===== src/rtl/ipi_pkg.sv =====
`timescale 1ns/1ps
package ipi_pkg;
  // Result of decoding one bus cycle against the register address
  typedef struct packed {
    logic post;  // legal broadcast write
    logic peek;  // illegal read
  } bus_hit_t;

  // Next state of a pending flag: a post takes priority over a clear
  function automatic logic next_pending(input logic cur, input logic set_i, input logic clr_i);
    if (set_i)      return 1'b1;
    else if (clr_i) return 1'b0;
    else            return cur;
  endfunction
endpackage


===== src/rtl/ipi_addr_dec.sv =====
`timescale 1ns/1ps
module ipi_addr_dec #(
  parameter int ADDR_W = 12,
  parameter logic [ADDR_W-1:0] REG_ADDR = '0
) (
  input  logic              bus_wr,
  input  logic              bus_rd,
  input  logic [ADDR_W-1:0] bus_addr,
  output ipi_pkg::bus_hit_t hit
);
  logic addr_hit;
  assign addr_hit = (bus_addr == REG_ADDR);

  always_comb begin
    hit.post = bus_wr & addr_hit;
    hit.peek = bus_rd & addr_hit;
  end
endmodule


===== src/rtl/ipi_pend_bit.sv =====
`timescale 1ns/1ps
module ipi_pend_bit #(
  parameter int NODES   = 8,
  parameter int NODE_ID = 0
) (
  input  logic             clk,
  input  logic             rst,
  input  logic             post,
  input  logic [NODES-1:0] set_mask,
  input  logic             clr_we,
  input  logic [NODES-1:0] clr_mask,
  output logic             set_evt,
  output logic             clr_evt,
  output logic             pend
);
  localparam int SEL = NODE_ID % NODES;
  localparam logic [NODES-1:0] OWN_ONEHOT = NODES'(1) << SEL;

  // Pick this node's bit out of a mask word
  function automatic logic own_bit(input logic [NODES-1:0] vec);
    return |(vec & OWN_ONEHOT);
  endfunction

  assign set_evt = post & own_bit(set_mask);
  assign clr_evt = clr_we & own_bit(clr_mask);

  always_ff @(posedge clk) begin
    if (rst) pend <= 1'b0;
    else     pend <= ipi_pkg::next_pending(pend, set_evt, clr_evt);
  end
endmodule


===== src/rtl/ipi_err_gen.sv =====
`timescale 1ns/1ps
module ipi_err_gen #(
  parameter int NODES = 8
) (
  input  logic             clk,
  input  logic             rst,
  input  logic             peek,
  output logic             err,
  output logic [NODES-1:0] rdata
);
  always_ff @(posedge clk) begin
    if (rst) err <= 1'b0;
    else     err <= peek;
  end

  // The register cannot be read, so no data is ever returned
  assign rdata = '0;
endmodule


===== src/rtl/ipi_post_reg.sv =====
`timescale 1ns/1ps
module ipi_post_reg #(
  parameter int NODES   = 8,
  parameter int NODE_ID = 3,
  parameter int ADDR_W  = 12,
  parameter logic [ADDR_W-1:0] REG_ADDR = 12'h040
) (
  input  logic              clk,
  input  logic              rst,
  input  logic              bus_wr,
  input  logic              bus_rd,
  input  logic [ADDR_W-1:0] bus_addr,
  input  logic [NODES-1:0]  bus_wdata,
  output logic [NODES-1:0]  bus_rdata,
  output logic              bus_err,
  input  logic              clr_we,
  input  logic [NODES-1:0]  clr_wdata,
  output logic              irq
);
  ipi_pkg::bus_hit_t hit;
  logic set_evt;
  logic clr_evt;

  ipi_addr_dec #(.ADDR_W(ADDR_W), .REG_ADDR(REG_ADDR)) u_dec (
    .bus_wr  (bus_wr),
    .bus_rd  (bus_rd),
    .bus_addr(bus_addr),
    .hit     (hit)
  );

  ipi_pend_bit #(.NODES(NODES), .NODE_ID(NODE_ID)) u_pend (
    .clk     (clk),
    .rst     (rst),
    .post    (hit.post),
    .set_mask(bus_wdata),
    .clr_we  (clr_we),
    .clr_mask(clr_wdata),
    .set_evt (set_evt),
    .clr_evt (clr_evt),
    .pend    (irq)
  );

  ipi_err_gen #(.NODES(NODES)) u_err (
    .clk  (clk),
    .rst  (rst),
    .peek (hit.peek),
    .err  (bus_err),
    .rdata(bus_rdata)
  );
endmodule


===== config.mk =====
export PLATFORM = sky130hd
export DESIGN_NAME = ipi_post_reg
export DESIGN_NICKNAME = d
export VERILOG_FILES = /design/src/rtl/ipi_pkg.sv /design/src/rtl/ipi_addr_dec.sv /design/src/rtl/ipi_pend_bit.sv /design/src/rtl/ipi_err_gen.sv /design/src/rtl/ipi_post_reg.sv
export SDC_FILE = /design/constraint.sdc
export NUM_CORES = 1
export LEC_CHECK = 0
export BUFFER_PORTS_ARGS = -buffer_cell sky130_fd_sc_hd__buf_2
export CORE_AREA = 2 2 39 41
export CTS_CLUSTER_SIZE = 28
export DETAILED_ROUTE_END_ITERATION = 8
export DIE_AREA = 0 0 41 43
export SYNTH_ARGS = -nofsm -noshare
export SYNTH_HDL_FRONTEND = slang
export SYNTH_SLANG_ARGS = --single-unit

===== constraint.sdc =====
create_clock -name clk -period 1.2 [get_ports clk]
set_input_delay 0.24 -clock clk [delete_from_list [all_inputs] [get_ports clk]]
set_output_delay 0.24 -clock clk [all_outputs]
set_load 0.01 [all_outputs]

# After elaboration in Yosys (flattened, before gate mapping)
# Cells that the tools add are included.
# totals
inputBits	33
elab_cells	10
out_inout_bits	10
register_bits	2
# classes
bitwise_logic	4
eq_ne	1
reduce_logical	1
n_mux	2
# op_table
op	count
$eq A12 B7 Y1 const B	1
$and A1 B1 Y1	4
$mux W1	2
$reduce_bool A2 Y1	1

# Longest topological paths before layout
# depth
ltp_word	4
mapped_depth	3
depth_no_buf	3

# By module
# From an unflattened synthesis, not the netlist that was laid out.
# unflattened
hier_cells	23
area_unflattened_um2	202.7
# by_module_without_submodules
mod	area_each_um2	instances	cells_per_inst	seq_area_each_um2
ipi_err_gen	97.6	1	11	20.0
ipi_pend_bit	55.1	1	6	20.0
ipi_addr_dec	50.0	1	6	0.0

# Worst setup path before layout
# No wires, ideal clock.
# synth_timing
path_type	input to register
from	input port bus_addr[7]
to	register u_pend.pend
setup_slack_ps	453
arrival_time_ps	678
setup_ps	69
required_time_ps	1131
stages	3
path_buffers	0
path_cell_list	nor4b_2 nand2_1 o21ai_1
# synth_via
elab_chain_cells	4
elab_cells_between_ends	5
classes_between	1 x eq/ne; 1 x mux; 2 x bitwise; 1 x reduce/logical
# synth_lines
item	line	source
start, declared	ipi_post_reg.sv:12	input logic [ADDR_W-1:0] bus_addr,
$eq A12 B7 Y1 *	ipi_addr_dec.sv:12	assign addr_hit = (bus_addr == REG_ADDR);
$and A1 B1 Y1 *	ipi_addr_dec.sv:15	hit.post = bus_wr & addr_hit;
$and A1 B1 Y1 *	ipi_pend_bit.sv:24	assign set_evt = post & own_bit(set_mask);
$mux W1 or $reduce_bool A2 Y1 (tied branches)	n/a	
end signal, assigned	ipi_pend_bit.sv:29	else pend <= ipi_pkg::next_pending(pend, set_evt, clr_evt);
end, declared	ipi_pend_bit.sv:14	output logic pend
# Every way passes the cells marked *; elsewhere a longest branch is shown, timed or not.
# A chain may end at the register's enable or synchronous reset.

# Worst setup path after layout
# layout_timing
from	register u_pend.pend
to	output port irq
# layout_lines
item	line	source
end, declared	ipi_post_reg.sv:18	output logic irq
# No word-level cell between the ends.

==> results.cfg <==
[status]
status = finished, final reports clean

[setup_path]
cp-end-kind = output port
path_cells = buf_2
critPathMaxStageDelay_ns = 0.31
arrival_ns = 0.66
slowest_stage = dfxtp_1
cp.buffers_inverters = 1
startpoint_type = flip-flop
critical_path_class = reg -> out
critical_path.top_delay_family = flip-flops
worstPathRequired_ns = 0.96
cp_max_fo = 2

[route]
wire_per_inst_um = 7.617
drtPass1Iterations = 1
via_count = 207
drt_wl_total_um = 457
drc_errors = 0
vias_per_cell = 3.450
antenna_left = 0
dr.first_iter.drc_count = 0

[floorplanning]
die_w_um = 41
rows = 14
start_util = 0.1266
core_mm2 = 0.001384
io_pins = 43
dieArea_mm2 = 0.001763
die_h_um = 43

[timing]
rsz0062_at_grt = no
setup_viol = 0
setup_ws_ns = 0.2973
tns_ns = 0
slew_viol_final = 0
min_period_ns = 0.9027
holdWs_ns = 0.2424
fin_crit_sh = 0.7523
final-hold-violation-count = 0
max_freq_mhz = 1108
clock_skew_ns = 0

[synthesis]
ys_ff_latch = 2
synth_top_flop_cell = dfxtp_1
yosysSeqAreaShare = 0.2286
yosysWarnings = 0
synthArstFlopShare = 0
synth-edff-count = 0
ys_top_cells_by_area = buf_4, dfxtp_1, nor4b_2
netlist_area_um2 = 175.2
yosysTopAreaCell = buf_4
ys_types = 12
avgSynthCellArea_um2 = 7.962
synth_most_common_cell = buf_4
synthTopCellsByCount = buf_4, dfxtp_1, nand2_1, nor2_1
syn_inst = 22
synth_top_area_share = 0.3429

[placed_design]
post-place-ws_ns = 0.2527
portBuffers = 20
place_congestion = 0.6091
dpl_cell_area_um2 = 261.5

[pwr]
ir_worst_vdd_mv = 0.1355
power_density_mw_per_mm2 = 934.6
p_clk_frac = 0.565
p_sw_mw = 0.06348
p_int_mw = 0.2020
p_leak_nw = 0.1487
combinationalPowerShare = 0.183
p_sw_frac = 0.2392
p_seq_frac = 0.252

[clocking]
insertion_delay_ns = 0.22
cts_tree = done
htree_num_levels = 1
cts.sinks = 2
cts-root-buf = clkbuf_4
clockBufferDepth = 2
cts_setup_buffers = 0
cts_resized = 0
path_clk_slew_ns = 0.03
hold_buffers = 0
numCtsBuffers = 3

[cells_and_area]
area_delta_synth_final_pct = 62.14
drive_gt1_frac = 0.5682
fin_area_um2 = 284.0
num_antenna_cells = 0
nets = 79
fin_util = 0.2052

[global_routing]
grt_max_degree = 3
grt_usage = 0.06807
gr-total-overflow = 0
grt_pass1_vias = 177
antenna_found_initial = 0
grt_pass1_wl_um = 662

[hold_path]
hp-class = in -> reg

[job]
cap_viol_max_count = 0
[logic make-up (layout without fill, tap and decap cells)]
family | count (synthesis) | in the layout | synth area share
other cells | 1 | 8 | 0.02141
flops | 2 | 2 | 0.2286
simple gates | 10 | 10 | 0.3786
compound gates | 1 | 1 | 0.02854
buf+inv | 8 | 23 | 0.3429
[routing by layer]
layer / vias to the layer above / track usage / wire, um
met5: - / 0 / 0
met4: 0 / 0.08000 / 0
met3: 0 / 0.08377 / 126
met2: 25 / 0.07188 / 167
met1: 79 / 0.05414 / 163
li1: 103 / - / -
[state kept, by name, summed over array words and instances, names as in the netlist]
register     cells
u_err.err        1
u_pend.pend      1
[layout by cell type, fill, tap and decap left out, drive strengths merged, types with 2 or more instances in the layout]
master / Yosys / routed
buf: 8 / 20
conb: 1 / 8
nor2: 2 / 2
nand2: 2 / 2
dfxtp: 2 / 2
clkbuf: 0 / 3
[per-stage QoR]
step | total power [mW] | instances
floorplan | 0.1045 | 29
global placement | 0.1158 | 57
detailed placement | 0.1161 | 57
CTS | 0.2766 | 60
global route | 0.2986 | 60
finish | 0.2654 | 60
[final timing paths]
kind	from	endpoint	slack (ns)	depth (start not counted)
setup / recovery	u_pend.pend	irq	0.30	1
hold / removal	bus_rd	u_err.err	0.24	3
setup reg to reg	u_pend.pend	u_pend.pend	0.65	2
hold reg to reg	u_pend.pend	u_pend.pend	0.48	2
[power by group through the flow]
| stage | Clock (mW) | Sequential, mW | Combinational, mW |
|---|---|---|---|
| floorplan | 0 | 0.0679 | 0.0366 |
| global placement | 0 | 0.0679 | 0.0480 |
| detailed placement | 0 | 0.0679 | 0.0483 |
| CTS | 0.161 | 0.0670 | 0.0485 |
| global route | 0.177 | 0.0669 | 0.0549 |
| finish | 0.150 | 0.0670 | 0.0485 |
[area by class of cell]
type | instances | area [um^2]
Fill cell | 163 | 1100
Timing Repair Buffer | 20 | 100.1
Tap cell | 16 | 20.02
Clock buffer | 3 | 22.52
Sequential cell | 2 | 40.04
Multi-Input combinational cell | 19 | 101.3
[worst reg2reg max path, delay by kind of cell (launching register included)]
family	cells	cell delay, ns
AOI/OAI and AO/OA	1	0.06
and+or+nand+nor	1	0.08
DFF	1	0.30
(Power assumes the default switching activity.)
